[src/rtl/mvsel_pkg.sv]
package mvsel_pkg;

    localparam int BYTE_W = 8;
    localparam int HF_W   = 4;
    localparam int VF_W   = 4;
    localparam int HO_W   = HF_W + 1;
    localparam int OUT_W  = HO_W + VF_W;

    localparam logic [2:0] PH_VEC  = 3'd0;
    localparam logic [2:0] PH_MSB  = 3'd2;
    localparam logic [2:0] PH_LSB  = 3'd3;
    localparam logic [2:0] PH_IDLE = 3'd7;

    typedef enum logic [1:0] {
        CMP_EQ       = 2'd0,
        CMP_NEG_LESS = 2'd1,
        CMP_POS_LESS = 2'd2
    } cmp_t;

    typedef struct packed {
        logic [2:0]        phase;
        logic              seen;
        logic              armed;
        logic [BYTE_W-1:0] pvec;
        logic [BYTE_W-1:0] nvec;
        cmp_t              msb_cmp;
        logic [OUT_W-1:0]  out_vec;
        logic              strobe;
        logic              ok;
    } sel_state_t;

    typedef struct packed {
        logic cur_r;
        logic cur_l;
        logic prev_r;
        logic prev_l;
    } edge_state_t;

    // Move an engine-relative horizontal field into the shared signed range.
    function automatic logic [HO_W-1:0] shift_h(input logic [HF_W-1:0] raw, input logic is_neg);
        logic [HO_W-1:0] ext;
        ext = {raw[HF_W-1], raw};
        return is_neg ? ext - HO_W'(8) : ext + HO_W'(8);
    endfunction

    function automatic cmp_t cmp_bytes(input logic [BYTE_W-1:0] n, input logic [BYTE_W-1:0] p);
        if (n < p)      return CMP_NEG_LESS;
        else if (p < n) return CMP_POS_LESS;
        else            return CMP_EQ;
    endfunction

endpackage

[src/rtl/mvsel_delay.sv]
module mvsel_delay #(
    parameter int DEPTH = 256,
    parameter int W     = 8
) (
    input  logic         clk,
    input  logic         rst_n,
    input  logic [W-1:0] din,
    output logic [W-1:0] dout
);
    localparam int AW = (DEPTH > 1) ? $clog2(DEPTH) : 1;
    localparam logic [AW-1:0] LAST = AW'(DEPTH - 1);

    logic [W-1:0]  mem [DEPTH];
    logic [AW-1:0] ptr_d, ptr_q;

    always_comb begin
        ptr_d = (ptr_q == LAST) ? '0 : ptr_q + AW'(1);
    end

    always_ff @(posedge clk) begin
        if (!rst_n) ptr_q <= '0;
        else        ptr_q <= ptr_d;
    end

    always_ff @(posedge clk) begin
        mem[ptr_q] <= din;
    end

    // The slot about to be overwritten was written DEPTH cycles ago.
    assign dout = mem[ptr_q];

endmodule

[src/rtl/mvsel_edge.sv]
module mvsel_edge
    import mvsel_pkg::*;
(
    input  logic clk,
    input  logic rst_n,
    input  logic sample,
    input  logic right_in,
    input  logic left_in,
    output logic right_held,
    output logic left_held
);
    edge_state_t es_d, es_q;

    always_comb begin
        es_d = es_q;
        if (sample) begin
            es_d.prev_r = es_q.cur_r;
            es_d.prev_l = es_q.cur_l;
            es_d.cur_r  = right_in;
            es_d.cur_l  = left_in;
        end
    end

    always_ff @(posedge clk) begin
        if (!rst_n) es_q <= '0;
        else        es_q <= es_d;
    end

    assign right_held = es_q.prev_r;
    assign left_held  = es_q.prev_l;

endmodule

[src/rtl/mvsel_decide.sv]
module mvsel_decide
    import mvsel_pkg::*;
(
    input  logic [BYTE_W-1:0] pvec,
    input  logic [BYTE_W-1:0] nvec,
    input  cmp_t              msb_cmp,
    input  logic [BYTE_W-1:0] lsb_p,
    input  logic [BYTE_W-1:0] lsb_n,
    input  logic              right_held,
    input  logic              left_held,
    output logic [OUT_W-1:0]  pick_vec,
    output logic              pick_ok
);
    logic [HO_W-1:0] pos_h, neg_h;
    logic            pos_ok, neg_ok, neg_wins, take_neg;

    always_comb begin
        pos_h  = shift_h(pvec[BYTE_W-1 -: HF_W], 1'b0);
        neg_h  = shift_h(nvec[BYTE_W-1 -: HF_W], 1'b1);
        pos_ok = !right_held || (pos_h == '0);
        neg_ok = !left_held;

        case (msb_cmp)
            CMP_NEG_LESS: neg_wins = 1'b1;
            CMP_POS_LESS: neg_wins = 1'b0;
            default:      neg_wins = (lsb_n <= lsb_p);
        endcase

        pick_ok = 1'b1;
        if (!pos_ok && !neg_ok) begin
            take_neg = 1'b0;
            pick_ok  = 1'b0;
        end else if (!neg_ok) begin
            take_neg = 1'b0;
        end else if (!pos_ok) begin
            take_neg = 1'b1;
        end else begin
            take_neg = neg_wins;
        end

        pick_vec = take_neg ? {neg_h, nvec[VF_W-1:0]} : {pos_h, pvec[VF_W-1:0]};
    end

endmodule

[src/rtl/dual_mv_select.sv]
module dual_mv_select
    import mvsel_pkg::*;
#(
    parameter int BLOCK_LEN = 256
) (
    input  logic              clk,
    input  logic              rst_n,
    input  logic              blk_start,
    input  logic              edge_right,
    input  logic              edge_left,
    input  logic [BYTE_W-1:0] pos_stream,
    input  logic [BYTE_W-1:0] neg_stream,
    output logic [OUT_W-1:0]  mv_out,
    output logic              mv_strobe,
    output logic              mv_ok
);
    sel_state_t        st_d, st_q;
    logic [2:0]        cur_ph;
    logic [BYTE_W-1:0] pos_late;
    logic              right_held, left_held;
    logic [OUT_W-1:0]  pick_vec;
    logic              pick_ok;

    mvsel_delay #(.DEPTH(BLOCK_LEN), .W(BYTE_W)) u_dly (
        .clk  (clk),
        .rst_n(rst_n),
        .din  (pos_stream),
        .dout (pos_late)
    );

    mvsel_edge u_edge (
        .clk       (clk),
        .rst_n     (rst_n),
        .sample    (blk_start),
        .right_in  (edge_right),
        .left_in   (edge_left),
        .right_held(right_held),
        .left_held (left_held)
    );

    mvsel_decide u_dec (
        .pvec      (st_q.pvec),
        .nvec      (st_q.nvec),
        .msb_cmp   (st_q.msb_cmp),
        .lsb_p     (pos_late),
        .lsb_n     (neg_stream),
        .right_held(right_held),
        .left_held (left_held),
        .pick_vec  (pick_vec),
        .pick_ok   (pick_ok)
    );

    always_comb begin
        st_d        = st_q;
        st_d.strobe = 1'b0;
        cur_ph      = blk_start ? PH_VEC : st_q.phase;
        st_d.phase  = (cur_ph == PH_IDLE) ? PH_IDLE : cur_ph + 3'd1;

        case (cur_ph)
            PH_VEC: begin
                st_d.pvec  = pos_late;
                st_d.nvec  = neg_stream;
                st_d.armed = st_q.seen;
                st_d.seen  = 1'b1;
            end
            PH_MSB: begin
                st_d.msb_cmp = cmp_bytes(neg_stream, pos_late);
            end
            PH_LSB: begin
                if (st_q.armed) begin
                    st_d.out_vec = pick_vec;
                    st_d.ok      = pick_ok;
                    st_d.strobe  = 1'b1;
                end
            end
            default: ;
        endcase
    end

    always_ff @(posedge clk) begin
        if (!rst_n) begin
            st_q         <= '0;
            st_q.phase   <= PH_IDLE;
            st_q.msb_cmp <= CMP_EQ;
        end else begin
            st_q <= st_d;
        end
    end

    assign mv_out    = st_q.out_vec;
    assign mv_strobe = st_q.strobe;
    assign mv_ok     = st_q.ok;

endmodule

[config.mk]
export PLATFORM = sky130hd
export DESIGN_NAME = dual_mv_select
export DESIGN_NICKNAME = d
export VERILOG_FILES = /design/src/rtl/mvsel_pkg.sv /design/src/rtl/mvsel_delay.sv /design/src/rtl/mvsel_edge.sv /design/src/rtl/mvsel_decide.sv /design/src/rtl/dual_mv_select.sv
export SDC_FILE = /design/constraint.sdc
export NUM_CORES = 2
export LEC_CHECK = 0
export BUFFER_PORTS_ARGS = -buffer_cell sky130_fd_sc_hd__clkbuf_2
export CAP_MARGIN = 10
export CORE_MARGIN = 2
export CORE_UTILIZATION = 65
export DETAILED_ROUTE_END_ITERATION = 16
export PLACE_DENSITY = 0.81
export SKIP_CTS_REPAIR_TIMING = 1
export SYNTH_ARGS = -nofsm -noshare
export SYNTH_HDL_FRONTEND = slang
export SYNTH_SLANG_ARGS = --single-unit
[constraint.sdc]
create_clock -name clk -period 13.08 [get_ports clk]
set_clock_uncertainty 0.2 [all_clocks]
set_input_delay 2.616 -clock clk [delete_from_list [all_inputs] [get_ports clk]]
set_output_delay 2.616 -clock clk [all_outputs]
set_load 0.01 [all_outputs]
==> flow_summary.ini <==
[job]
drv_cap = 0

[synthesis]
synth_flop_cell = edfxtp_1
synth_top_family_by_area = multiplexers
synth-compound-area-share_pct = 3.836
synth_simple_gate_area_share_pct = 3.168
syn_area_sq_um = 81350
synth-seq-cells = 2094
synth_xor_area_share_pct = 0.06459
synth-adder-area-share_pct = 0.2768
async_reset_ff_share_pct = 0
synth.distinct_cells = 62
post_synth.cell_area_avg_sq_um = 19.80
syn_inst = 4108
synth-edff-count = 2048
ys_warn_count = 0
synth_mux_area_share_pct = 14.33
syn_nets = 4147
synth-seq-area-share_pct = 76.73

[drt]
drtPass1Iterations = 6
vias = 42229
drc_errors = 0
ant_nets = 0
routed_wl_microns = 198600
drt-wirelength-per-cell_microns = 33.46
viasPerCell = 7.114
drt-initial-drc-count = 6652

[clocking]
clock_path_buffers = 3
insertion_delay_ns = 0.83
cts-buffers-inserted = 195
path_clk_slew_ns = 0.06
cts_root_buf = clkbuf_16
h-tree-depth = 4
cts.sinks = 2094
cts_tree = done

[power_and_ir_drop]
power.density_nw_per_um2 = 153.4
peakVddDrop_uv = 134.3
leakage_nw = 27.35
finalPower_mw = 13.69

[timing]
setup_viol = 0
tns_ns = 0
finalCriticalPeriod_ns = 7.035
worst_slack_ns = 6.045
slew_headroom_pct = 16.62
rsz0062_at_grt = false
whs_ns = 0.2676
fmax_mhz = 142.2
hold_viol = 0
drv_slew = 0
tightest_slew_ns = 1.251
finalCritPeriodShare_pct = 53.78

[global_route]
grt_pass1_vias = 41625
grt-ovfl-total = 0
track_usage_pct = 31.56
grt_max_degree = 163
antenna_found_initial = 7
grt_pass1_wl_microns = 288300

[setup_path]
critical_path_arrival_ns = 7.54
ff2ff_path_depth = 15
cp_num_cells = 15
cp-start-kind = flop
crit_buf_inv = 2
cp_slowest_cell = buf_4
cp.required_ns = 13.59
path_delay_family = compound AO/OA/AOI/OAI gates
critPathMaxStageDelay_ns = 0.87
crit_top_cell = o21a_1
end_kind = flop
path_max_fanout = 79
crit_type = flop to flop
path_cells = buf_12, buf_4, mux4_2, a22o_1, a221oi_1, a31oi_1, or4b_1, o31ai_2, ha_1, o21a_1, o21a_1, o21bai_1, a211oi_1, or2_2, o311a_1

[finish]
final_cell_mix = edfxtp_1, mux2i_1, mux4_2
layout.nets = 4179
syn_to_final_growth_pct = 9.711
finalNonFillerCells = 5936
n_fill_cell = 6828
register_area_sq_um = 62430
multi_input_area_sq_um = 17710
layout_commonest_cell = edfxtp_1
drive_gt1_share_pct = 17.73

[placed_design]
dp_slack_ns = 6.093
gp_congestion = 0.9217
post-dp-hpwl_microns = 111300
portBuffers = 31
dp.cells = 5580

[floorplan]
core_sq_um = 124000
num_rows = 129
die_y_microns = 357.8
die-area_sq_um = 128000
die_w_microns = 357.8
start_util_pct = 65.63
io_pins = 32

[hold_path]
min_path_type = flop to flop
whs_path_depth = 2

[run_status]
status = finished, final reports clean
-- flip-flops by register name (all words and copies together) (netlist names) --
name and count:
mv_strobe 1, u_edge.left_held 1, u_edge.es_q 2, mv_out 9, u_dly.ptr_q 8, u_edge.right_held 1
u_dly.mem 2048, mv_ok 1, st_q 23
-- cells in the mapped netlist (all sizes together) (7+ instances only) --
| cell | n | area (sq um) |
|---|---|---|
| o31ai | 8 | 95.09 |
| o21a | 10 | 75.07 |
| nand2 | 83 | 311.6 |
| nand3 | 67 | 335.3 |
| and2 | 11 | 68.82 |
| a221oi | 43 | 376.6 |
| and3 | 17 | 106.4 |
| a22o | 18 | 157.7 |
| a211o | 7 | 61.31 |
| o311a | 7 | 70.07 |
| ha | 18 | 225.2 |
| edfxtp | 2048 | 61500 |
| a31oi | 32 | 200.2 |
| buf | 148 | 852.1 |
| mux2 | 14 | 157.7 |
| o21ai | 34 | 170.2 |
| o22ai | 61 | 381.6 |
| a21oi | 35 | 175.2 |
| mux4 | 347 | 7815 |
| nor2b | 19 | 118.9 |
| clkbuf | 111 | 416.7 |
| a21boi | 10 | 75.07 |
| nand2b | 7 | 43.79 |
| or4b | 8 | 80.08 |
| inv | 8 | 30.03 |
| dfxtp | 46 | 920.9 |
| nand4 | 26 | 162.7 |
| nor2 | 280 | 1051 |
| mux2i | 368 | 3684 |
| a22oi | 152 | 1141 |
| nor4 | 16 | 100.1 |
-- path summary, 6_finish.rpt --
| path | from | endpoint | slack (ns) |
|---|---|---|---|
| worst min register to register | st_q[18]$_SDFFE_PN0N_ | st_q[18]$_SDFFE_PN0N_ | 0.27 |
| worst max-delay path | u_dly.ptr_q[0]$_SDFF_PP0_ | mv_out[3]$_SDFFE_PN0P_ | 6.05 |
| worst max register to register | u_dly.ptr_q[0]$_SDFF_PP0_ | mv_out[3]$_SDFFE_PN0P_ | 6.05 |
| worst min-delay path | st_q[18]$_SDFFE_PN0N_ | st_q[18]$_SDFFE_PN0N_ | 0.27 |
-- kinds of logic (layout without fill, tap and decap cells) --
kind of cell    count (synthesis)  in the layout
compound gates                434            434
fa+ha+maj                      18             18
flops                        2094           2094
other cells                     0              1
mux                           729            729
buf+inv                       268            458
xor+xnor                        6              6
simple gates                  559            559
-- cell type report --
cell class                      count  share of cell area (%)
Antenna cell                        1                0.002804
Tap cell                         1637                   2.295
Clock buffer                      242                   5.794
Sequential cell                  2094                   69.95
Timing Repair Buffer               94                  0.8944
Inverter                            9                 0.03785
Clock inverter                    113                   1.189
Multi-Input combinational cell   1746                   19.84
-- routing by layer --
layer | GRT usage [%] | vias to the layer above | share of wire, %
met4 | 14.34 | 4 | 5.1
met2 | 50.09 | 3087 | 49
met3 | 6.758 | 566 | 11
met1 | 42.89 | 21627 | 35
li1 | - | 16945 | -
met5 | 0 | - | 0.015
-- report_power, final --
part	internal [mW]	switching [mW]	total, mW
Combinational	0.283	0.463	0.746
Sequential	7.38	0.0191	7.40
Clock	3.09	2.46	5.55
-- stage by stage --
stage	util [%]	area, sq um
5_1_grt	72.00	89250
3_5_place_dp	66.97	83020
6_report	72.00	89250
4_1_cts	72.00	89250
2_1_floorplan	-	81350
3_3_place_gp	66.97	83020
-- worst reg2reg max path, delay by kind of cell (launching register included) --
family | cells | cell delay (ns)
adder cells (fa/ha/maj) | 1 | 0.33
AO/OA/AOI/OAI | 9 | 2.26
AND/OR/NAND/NOR | 2 | 1.21
flip-flops | 1 | 0.75
buffers and inverters | 2 | 1.55
multiplexers | 1 | 0.62
No activity file was read; power rests on OpenSTA's default activity.
